## src/rtl/olink_pkg.sv

```systemverilog
// Shared constants and types for the optical link framing controller.
// Assumes byte-wide link coder interface.
package olink_pkg;
    localparam int BYTE_W = 8;
    localparam logic [BYTE_W-1:0] K28_5 = 8'hBC;
    typedef logic [BYTE_W-1:0] oct_t;
endpackage

```

## src/rtl/olink_byte_fifo.sv

```systemverilog
// Synchronous queue with head visible at the output (first word fall-through).
// Assumes: push when full and pop when empty are ignored; depth is a power of two.
module olink_byte_fifo #(
    parameter int W  = 8,
    parameter int AW = 3
) (
    input  logic         clk,
    input  logic         rst_n,
    input  logic         push,
    input  logic [W-1:0] din,
    input  logic         pop,
    output logic [W-1:0] dout,
    output logic         full,
    output logic         empty
);
    localparam int DEPTH = 1 << AW;

    logic [W-1:0] mem [DEPTH];
    logic [AW:0]  wp, rp;
    logic         do_push, do_pop;

    // Status from pointer comparison (extra wrap bit).
    always_comb begin
        empty   = (wp == rp);
        full    = (wp[AW] != rp[AW]) && (wp[AW-1:0] == rp[AW-1:0]);
        do_push = push && !full;
        do_pop  = pop && !empty;
        dout    = mem[rp[AW-1:0]];
    end

    // Storage write.
    always_ff @(posedge clk) begin
        if (do_push) mem[wp[AW-1:0]] <= din;
    end

    // Pointer advance with synchronous reset.
    always_ff @(posedge clk) begin
        if (!rst_n) begin
            wp <= '0;
            rp <= '0;
        end else begin
            if (do_push) wp <= wp + 1'b1;
            if (do_pop)  rp <= rp + 1'b1;
        end
    end
endmodule

```

## src/rtl/olink_tx_sched.sv

```systemverilog
// Transmit scheduler: on each encoder request, picks a queued byte or the idle symbol.
// Assumes the queue head is valid whenever empty is low; outputs hold between requests.
module olink_tx_sched
    import olink_pkg::*;
#(
    parameter oct_t IDLE = K28_5
) (
    input  logic clk,
    input  logic rst_n,
    input  logic req,
    input  logic en,
    input  logic q_empty,
    input  oct_t q_head,
    output logic q_pop,
    output oct_t enc_data,
    output logic enc_ctrl
);
    // Pop only when enabled and a byte is waiting.
    always_comb q_pop = req && en && !q_empty;

    // Register the selected symbol at each request boundary.
    always_ff @(posedge clk) begin
        if (!rst_n) begin
            enc_data <= IDLE;
            enc_ctrl <= 1'b1;
        end else if (req) begin
            if (q_pop) begin
                enc_data <= q_head;
                enc_ctrl <= 1'b0;
            end else begin
                enc_data <= IDLE;
                enc_ctrl <= 1'b1;
            end
        end
    end
endmodule

```

## src/rtl/olink_rx_filt.sv

```systemverilog
// Receive filter: forwards decoded data bytes to the queue and tracks overflow.
// Assumes q_full reflects the queue state in the same cycle as the strobe.
module olink_rx_filt (
    input  logic clk,
    input  logic rst_n,
    input  logic strobe,
    input  logic is_ctrl,
    input  logic q_full,
    input  logic clr,
    output logic q_push,
    output logic ovf
);
    logic lost;

    // Data bytes only; control symbols are discarded.
    always_comb begin
        q_push = strobe && !is_ctrl;
        lost   = q_push && q_full;
    end

    // Sticky overflow; a loss in the same cycle beats the clear.
    always_ff @(posedge clk) begin
        if (!rst_n)    ovf <= 1'b0;
        else if (lost) ovf <= 1'b1;
        else if (clr)  ovf <= 1'b0;
    end
endmodule

```

## src/rtl/olink_frame_ctrl.sv

```systemverilog
// Optical link byte framing controller top: transmit queue plus scheduler,
// receive filter plus queue, level interrupt on receive non-empty.
// Assumes one byte per clock at the link coder side.
module olink_frame_ctrl
    import olink_pkg::*;
#(
    parameter int   TX_AW     = 4,
    parameter int   RX_AW     = 4,
    parameter oct_t IDLE_CODE = K28_5
) (
    input  logic       clk,
    input  logic       rst_n,
    input  logic       cpu_tx_wr,
    input  logic [7:0] cpu_tx_data,
    output logic       tx_full,
    input  logic       tx_en,
    input  logic       enc_rd_req,
    output logic [7:0] enc_data,
    output logic       enc_ctrl,
    input  logic       dec_strobe,
    input  logic [7:0] dec_data,
    input  logic       dec_ctrl,
    input  logic       cpu_rx_rd,
    output logic [7:0] cpu_rx_data,
    output logic       rx_irq,
    output logic       rx_ovf,
    input  logic       ovf_clr
);
    logic tx_empty, tx_pop;
    oct_t tx_head;
    logic rx_full, rx_empty, rx_push;

    olink_byte_fifo #(.W(BYTE_W), .AW(TX_AW)) u_txq (
        .clk(clk), .rst_n(rst_n),
        .push(cpu_tx_wr), .din(cpu_tx_data),
        .pop(tx_pop), .dout(tx_head),
        .full(tx_full), .empty(tx_empty)
    );

    olink_tx_sched #(.IDLE(IDLE_CODE)) u_sched (
        .clk(clk), .rst_n(rst_n),
        .req(enc_rd_req), .en(tx_en),
        .q_empty(tx_empty), .q_head(tx_head), .q_pop(tx_pop),
        .enc_data(enc_data), .enc_ctrl(enc_ctrl)
    );

    olink_rx_filt u_filt (
        .clk(clk), .rst_n(rst_n),
        .strobe(dec_strobe), .is_ctrl(dec_ctrl), .q_full(rx_full),
        .clr(ovf_clr), .q_push(rx_push), .ovf(rx_ovf)
    );

    olink_byte_fifo #(.W(BYTE_W), .AW(RX_AW)) u_rxq (
        .clk(clk), .rst_n(rst_n),
        .push(rx_push), .din(dec_data),
        .pop(cpu_rx_rd), .dout(cpu_rx_data),
        .full(rx_full), .empty(rx_empty)
    );

    // Level interrupt while anything is waiting.
    always_comb rx_irq = !rx_empty;
endmodule

```

## config.mk

```make
export PLATFORM = sky130hd
export DESIGN_NAME = olink_frame_ctrl
export DESIGN_NICKNAME = d
export VERILOG_FILES = /design/src/rtl/olink_pkg.sv /design/src/rtl/olink_byte_fifo.sv /design/src/rtl/olink_tx_sched.sv /design/src/rtl/olink_rx_filt.sv /design/src/rtl/olink_frame_ctrl.sv
export SDC_FILE = /design/constraint.sdc
export NUM_CORES = 1
export LEC_CHECK = 0
export CAP_MARGIN = 20
export CORE_AREA = 2 2 246 175
export CTS_BUF_LIST = sky130_fd_sc_hd__clkbuf_16
export DETAILED_ROUTE_END_ITERATION = 8
export DIE_AREA = 0 0 248 177
export PLACE_DENSITY_LB_ADDON = 0.1
export SLEW_MARGIN = 20
export SYNTH_ARGS = -nofsm -noshare
export SYNTH_HDL_FRONTEND = slang
export SYNTH_SLANG_ARGS = --single-unit
```

## constraint.sdc

```tcl
create_clock -name clk -period 2.96 [get_ports clk]
set_clock_uncertainty 0.15 [all_clocks]
set_input_delay 0.888 -clock clk [delete_from_list [all_inputs] [get_ports clk]]
set_output_delay 0.888 -clock clk [all_outputs]
set_load 0.02 [all_outputs]
```

==> results of run 1 <==
area by class of cell:
| type | count | area (um^2) |
|---|---|---|
| multi-input combinational | 287 | 3164 |
| tap | 552 | 690.7 |
| clock buffer | 31 | 775.7 |
| clock inverter | 27 | 217.7 |
| inverter | 5 | 18.77 |
| fill | 3879 | 27280 |
| sequential | 294 | 8459 |
| timing repair buffer | 103 | 1090 |
through the flow:
stage          instances  TNS [ns]  hold WS [ns]
3_5_place_dp        1240    -2.233        0.3368
3_3_place_gp        1240    -2.068        0.3240
2_1_floorplan        618         0        0.3317
5_1_grt             1299    -3.889        0.3872
6_report            1299    -3.182        0.3468
4_1_cts             1300    -3.968        0.3493
cell usage in the layout (no fill, tap or decap), types with 6 or more instances in the layout:
| master | netlist | layout |
|---|---|---|
| sky130_fd_sc_hd__dfxtp_1 | 38 | 33 |
| sky130_fd_sc_hd__clkdlybuf4s50_1 | 0 | 34 |
| sky130_fd_sc_hd__o21ai_0 | 8 | 8 |
| sky130_fd_sc_hd__ha_1 | 10 | 10 |
| sky130_fd_sc_hd__nor2_1 | 9 | 9 |
| sky130_fd_sc_hd__nand2b_1 | 13 | 13 |
| sky130_fd_sc_hd__and3_1 | 28 | 28 |
| sky130_fd_sc_hd__xnor2_1 | 9 | 9 |
| sky130_fd_sc_hd__buf_4 | 2 | 42 |
| sky130_fd_sc_hd__mux4_1 | 32 | 24 |
| sky130_fd_sc_hd__clkinv_2 | 0 | 7 |
| sky130_fd_sc_hd__nor2b_1 | 18 | 18 |
| sky130_fd_sc_hd__buf_12 | 0 | 18 |
| sky130_fd_sc_hd__clkbuf_16 | 0 | 31 |
| sky130_fd_sc_hd__xor2_1 | 10 | 10 |
| sky130_fd_sc_hd__mux2i_1 | 18 | 18 |
| sky130_fd_sc_hd__inv_1 | 5 | 10 |
| sky130_fd_sc_hd__nand2_1 | 19 | 19 |
| sky130_fd_sc_hd__and2_1 | 12 | 12 |
| sky130_fd_sc_hd__clkinv_1 | 0 | 8 |
| sky130_fd_sc_hd__nand4_1 | 6 | 6 |
| sky130_fd_sc_hd__mux4_2 | 35 | 43 |
| sky130_fd_sc_hd__edfxtp_1 | 256 | 256 |
layer usage:
| metal | vias to the layer above | part of all wire | GRT usage |
|---|---|---|---|
| met1 | 3144 | 0.51 | 0.1939 |
| met5 | - | 0.00048 | 0 |
| met3 | 41 | 0.044 | 0.02441 |
| li1 | 2708 | - | - |
| met2 | 109 | 0.42 | 0.1787 |
| met4 | 2 | 0.021 | 0.03119 |
registers in the layout, indices dropped and copies added (netlist names), named ones only:
signal / count
u_sched.enc_ctrl: 1
u_filt.ovf: 1
u_sched.enc_data: 8
u_txq.mem: 128
u_txq.rp: 5
u_rxq.wp: 5
u_rxq.mem: 128
u_txq.wp: 5
u_rxq.rp: 5
cells by family after synthesis:
| group | share of synthesized area |
|---|---|
| fa+ha+maj | 0.01051 |
| mux | 0.1567 |
| flops | 0.7097 |
| simple gates | 0.06086 |
| buf+inv | 0.02197 |
| compound gates | 0.02628 |
| xor+xnor | 0.01398 |
power by group:
group | switching [mW] | internal (mW)
registers | 0.0316 | 4.56
logic | 0.364 | 0.367
clock network | 1.62 | 2.17
total | 2.02 | 7.09
worst paths after layout:
kind,startpoint,to,cells past startpoint
min,u_sched.enc_data[6]$_SDFFE_PN0P_,u_sched.enc_data[6]$_SDFFE_PN0P_,2
min reg2reg,u_sched.enc_data[6]$_SDFFE_PN0P_,u_sched.enc_data[6]$_SDFFE_PN0P_,2
max,flop,cpu_rx_data[7],4
max reg2reg,u_txq.rp[2]$_SDFFE_PN0P_,u_txq.mem[2][4]$_DFFE_PP_,7
timing repair:
item / CTS / global route
setup buffers: 1 / 0
endpoints found under the hold margin: 0 / 0
pin swaps: 1 / 0
gates cloned: 1 / 0
resized for setup: 52 / 9
endpoints found under the setup margin: 10 / 9
hold buffers: 0 / 0
worst max-delay path: cells and delay by family (launching register included):
| family | cells | cell delay, ns |
|---|---|---|
| DFF | 1 | 0.39 |
| muxes | 2 | 1.05 |
| buffers and inverters | 2 | 0.34 |
==> run summary, run 1 <==
====================================================================================
Detail-routed via count per cell                                               4.622
Width of the die                                                              248 um
Detailed-route via count                                                        6004
Max Cap Violations                                                                 0
Seq/Total Area, Yosys                                                         0.7097
Violated checks                                                         setup timing
Static Leak                                                                 4.892 nW
Kind of end point of the critical path                                    output pin
Utilization of the core after routing                                         0.3457
Fin. max-slew vios                                                                 0
Post-route cell area                                                      14420 um^2
Total detailed-routing wirelength                                           26990 um
Initial antenna violation count                                                    1
Worst path max stage delay                                                   0.57 ns
Fraction of layout cells with a size suffix above 1                           0.2316
Number of nets at the end of the flow                                            757
Unique cell type count in the Yosys netlist                                       47
Share of flip-flops with an asynchronous set or reset after synthesis              0
Most frequently used flop master after synthesis                        sky130_fd_sc_hd__edfxtp_1
Count of flip-flops with a built-in enable after synthesis                       256
Share of the clock period used by the worst path                               1.148
Synthesized flop and latch total                                                 294
Setup repair after global routing missed its margin                              yes
Transition at the pin with the smallest max-transition slack               0.6267 ns
Power Total                                                                 9.110 mW
Setup slack at placement                                                  -0.3253 ns
Most common cell in the netlist                                         sky130_fd_sc_hd__edfxtp_1
Placed wire-length estimate after detailed placement                        17240 um
Wire length of the first global-routing pass                                40520 um
Total cell area at the placement stage                                    13440 um^2
H-tree levels                                                                      1
Final routed DRC violation total                                                   0
Crit path launch type                                                           flop
Total iterations of the first detailed-routing run                                 4
Status                                                                  complete, but fails checks
Synthesized netlist net count                                                    653
Worst setup path class                                                  flop to output pin
IO Port Bufs                                                                      44
Initial standard-cell utilization of the core                                 0.2855
Maximum resistive drop on vdd                                            0.0004095 V
Critical path arrival                                                        2.36 ns
Initial DRC Count                                                                576
CTS sink cnt                                                                     294
Syn. warnings                                                                      0
Number of buffers on the longest clock path                                        3
Post-synth top area cell                                                sky130_fd_sc_hd__edfxtp_1
GPL Wtd Cong                                                                  0.7519
TritonCTS Buffers                                                                 31
Netlist area before placement                                             11900 um^2
Required @ worst endpoint                                                    1.92 ns
I/O pin count                                                                     45
Area share of the leading cell type in the synthesized netlist                0.6458
Post-Syn Area per Cell                                                    19.26 um^2
Clock latency of the later-clocked register in the worst-skew pair           0.58 ns
Die outline height                                                            177 um
Cells traversed along the worst timing path                             buf_12 > mux4_1 > mux4_2 > buf_4
CTS clock-pin slew for the worst setup and hold paths                        0.07 ns
Leading post-synthesis cells by cell area                               sky130_fd_sc_hd__edfxtp_1, sky130_fd_sc_hd__mux4_1, sky130_fd_sc_hd__mux4_2, sky130_fd_sc_hd__dfxtp_1, sky130_fd_sc_hd__mux2i_1
Fmax                                                                       294.2 MHz
Vias in the first global route                                                  6298
Min setup slack post-route                                                -0.4388 ns
Top cell types by occurrence after synthesis                            sky130_fd_sc_hd__edfxtp_1, sky130_fd_sc_hd__dfxtp_1, sky130_fd_sc_hd__mux4_2
Site Rows                                                                         63
Drt wl/cell                                                                 20.78 um
Buffer cell driving the clock tree root                                 sky130_fd_sc_hd__clkbuf_16
Slowest cell on the critical path                                       sky130_fd_sc_hd__mux4_1
Grt ovf                                                                            0
Slew headroom                                                                 0.5809
TritonCTS clock tree                                                           built
Pin count of the biggest net entering global routing                              45
Number of hold violations in the final report                                      0
Area of the placeable core                                                41700 um^2
Shortest period the worst path allows                                       3.399 ns
Min-delay worst type                                                    flop to flop
Setup slack of the most critical reg-to-reg path                             0.82 ns
Setup-failing EPs final                                                            8
Die area                                                                  43900 um^2
Number of instances in the synthesized netlist                                   618
Remaining antenna violation count                                                  0
Area added between synthesis and finish                                       21.11%
Cell Pwr Density                                                        631.9 nW/um^2
Global Route Usage Sum                                                        0.1253
Maximum net fanout on the critical path                                           12
N_diodes                                                                           0
====================================================================================
Note: power is estimated with default switching activity, not from simulation.
==> inputs of run 2 (changes only) <==
--- a/config.mk
+++ b/config.mk
@@ -6,12 +6,13 @@
 export NUM_CORES = 1
 export LEC_CHECK = 0
 export CAP_MARGIN = 20
-export CORE_AREA = 2 2 246 175
+export CORE_AREA = 2 2 247 176
 export CTS_BUF_LIST = sky130_fd_sc_hd__clkbuf_16
 export DETAILED_ROUTE_END_ITERATION = 8
-export DIE_AREA = 0 0 248 177
+export DIE_AREA = 0 0 249 178
 export PLACE_DENSITY_LB_ADDON = 0.1
 export SLEW_MARGIN = 20
 export SYNTH_ARGS = -nofsm -noshare
 export SYNTH_HDL_FRONTEND = slang
+export SYNTH_HIERARCHICAL = 1
 export SYNTH_SLANG_ARGS = --single-unit
==> run 2 against run 1 <==
The flow still finishes with violations (setup timing). Sequential cell count unchanged. Clock-buffer cell count unchanged. Maximum frequency increased by 0.47%. Wire length increased by 10%. Utilization increased by 0.86 points. Largest power group unchanged. Highest routed layer is now met4.
==> run summary, run 2 <==
====================================================================================
Synthesized netlist net count                                                    647
Placed wire-length estimate after detailed placement                        18670 um
Multi-input logic area                                                     3268 um^2
Number of nets at the end of the flow                                            754
Register Area                                                              8462 um^2
Maximum net fanout on the critical path                                            8
Remaining antenna violation count                                                  0
Top cell types by occurrence after synthesis                            sky130_fd_sc_hd__edfxtp_1, sky130_fd_sc_hd__mux4_2, sky130_fd_sc_hd__dfxtp_1
Grt ovf                                                                            0
Min setup slack post-route                                                -0.4228 ns
Leading post-synthesis cells by cell area                               sky130_fd_sc_hd__edfxtp_1, sky130_fd_sc_hd__mux4_2, sky130_fd_sc_hd__dfxtp_1, sky130_fd_sc_hd__mux4_1, sky130_fd_sc_hd__mux2i_1
Detail-routed via count per cell                                               4.801
Post-cts hold buffer count                                                         0
Setup repair after global routing missed its margin                              yes
Initial antenna violation count                                                    0
Setup slack at placement                                                  -0.2758 ns
Post-Syn Area per Cell                                                    19.68 um^2
H-tree levels                                                                      1
Area of the placeable core                                                41860 um^2
Hold_ws                                                                    0.3323 ns
Unique cell type count in the Yosys netlist                                       41
Setup-failing EPs final                                                            8
Required @ worst endpoint                                                    1.92 ns
Uppermost signal routing layer after detailed routing                           met4
Global Route Usage Sum                                                        0.1376
Total detailed-routing wirelength                                           29740 um
Share of flip-flops with an asynchronous set or reset after synthesis              0
Detailed route wirelength on metal2                                         13230 um
Post-synth top area cell                                                sky130_fd_sc_hd__edfxtp_1
GPL Wtd Cong                                                                  0.7679
Most used cells in the layout excluding fill and tap cells              sky130_fd_sc_hd__edfxtp_1, sky130_fd_sc_hd__mux4_2, sky130_fd_sc_hd__buf_12
Min-delay worst type                                                    flop to flop
Pin count of the biggest net entering global routing                              38
Buffer cell driving the clock tree root                                 sky130_fd_sc_hd__clkbuf_16
Most common cell after layout, fill and taps aside                      sky130_fd_sc_hd__edfxtp_1
Number of buffers on the longest clock path                                        3
Static Leak                                                                 4.815 nW
Clock latency of the later-clocked register in the worst-skew pair           0.59 ns
TritonCTS Buffers                                                                 31
Kind of end point of the critical path                                    output pin
Transition at the pin with the smallest max-transition slack               0.6357 ns
IO Port Bufs                                                                      44
I/O pin count                                                                     45
Most common cell in the netlist                                         sky130_fd_sc_hd__edfxtp_1
Final routed DRC violation total                                                   0
Area share of the leading cell type in the synthesized netlist                0.6382
Fraction of layout cells with a size suffix above 1                           0.2722
Number of instances in the synthesized netlist                                   612
Total iterations of the first detailed-routing run                                 5
Seq/Total Area, Yosys                                                         0.7014
Crit path launch type                                                           flop
Synthesized flop and latch total                                                 294
Critical path arrival                                                        2.34 ns
Cell Pwr Density                                                        627.2 nW/um^2
Max Cap Violations                                                                 0
Netlist area before placement                                             12050 um^2
Status                                                                  complete, but fails checks
Number of hold violations in the final report                                      0
Maximum resistive drop on vdd                                            0.0004275 V
CTS clock-pin slew for the worst setup and hold paths                        0.06 ns
Area added between synthesis and finish                                       23.11%
Die area                                                                  44320 um^2
Worst setup path class                                                  flop to output pin
TritonCTS clock tree                                                           built
Initial standard-cell utilization of the core                                 0.2878
Share of the clock period used by the worst path                               1.143
Detailed-route via count                                                        6213
Fmax                                                                       295.6 MHz
Power Total                                                                 9.300 mW
Syn. warnings                                                                      6
N_diodes                                                                           0
Die outline height                                                            178 um
Length of routed wiring on met1                                             14820 um
Fin. max-slew vios                                                                 0
CTS sink cnt                                                                     294
Vias in the first global route                                                  6622
Filler instances                                                                3873
Violated checks                                                         setup timing
Wire length of the first global-routing pass                                44190 um
Width of the die                                                              249 um
Count of flip-flops with a built-in enable after synthesis                       256
Drt wl/cell                                                                 22.99 um
WL met3                                                                      1144 um
Most frequently used flop master after synthesis                        sky130_fd_sc_hd__edfxtp_1
Initial DRC Count                                                                443
Slew headroom                                                                 0.5756
Shortest period the worst path allows                                       3.383 ns
Site Rows                                                                         63
====================================================================================
run 2: critical path, cell delays in order (launching register included):
cell,delay [ns]
sky130_fd_sc_hd__dfxtp_4,0.41
sky130_fd_sc_hd__buf_12,0.16
sky130_fd_sc_hd__mux4_2,0.51
sky130_fd_sc_hd__mux4_2,0.52
sky130_fd_sc_hd__buf_6,0.15
run 2: cell families (layout without fill, tap and decap cells):
kind of cell	Yosys count	after routing	share of synthesized area
XOR/XNOR	12	12	0.008725
buffers and inverters	46	176	0.02472
AND/OR/NAND/NOR	118	118	0.06191
multiplexers	96	96	0.1716
flip-flops	294	294	0.7014
adder cells (fa/ha/maj)	10	10	0.01039
AO/OA/AOI/OAI	36	36	0.02129
run 2: layout make-up:
class | instances | area share
multi-input combinational | 272 | 0.2204
clock buffer | 31 | 0.05231
timing repair buffer | 105 | 0.09188
inverter | 15 | 0.003797
sequential | 294 | 0.5706
clock inverter | 25 | 0.01443
tap | 552 | 0.04657
run 2: timing repair:
| item | in CTS | in global routing |
|---|---|---|
| gates cloned | 2 | 0 |
| pin swaps | 3 | 3 |
| endpoints found under the hold margin | 0 | 0 |
| gates resized for setup | 66 | 14 |
| endpoints found under the setup margin | 10 | 10 |
| setup buffers | 4 | 1 |
run 2: where the power goes:
group          internal (mW)  switching [mW]  total [mW]
Sequential              4.56          0.0341        4.59
Clock                   2.16            1.64        3.81
Combinational          0.460           0.441       0.901
run 2: worst paths after layout:
kind	from	end	slack [ns]	cells past startpoint
max	flop	cpu_rx_data[5]	-0.42	4
min	u_sched/enc_data[1]$_SDFFE_PN0P_	u_sched/enc_data[1]$_SDFFE_PN0P_	0.33	2
max reg2reg	flop	u_sched/enc_data[4]$_SDFFE_PN1P_	0.50	5
min reg2reg	u_sched/enc_data[1]$_SDFFE_PN0P_	u_sched/enc_data[1]$_SDFFE_PN0P_	0.33	2
run 2: layer usage:
metal	up-vias	GRT usage
met2	130	0.2108
met1	3294	0.2050
met3	45	0.02408
li1	2744	-
met5	-	0
met4	0	0.02879
run 2: metrics by stage:
step	TNS, ns	utilization	instances	area [um^2]
5_1_grt	-3.894	0.3543	1294	14830
3_3_place_gp	-1.905	0.3295	1233	13790
4_1_cts	-4.219	0.3562	1295	14910
6_report	-3.196	0.3543	1294	14830
3_5_place_dp	-1.990	0.3295	1233	13790
2_1_floorplan	0	-	612	12050
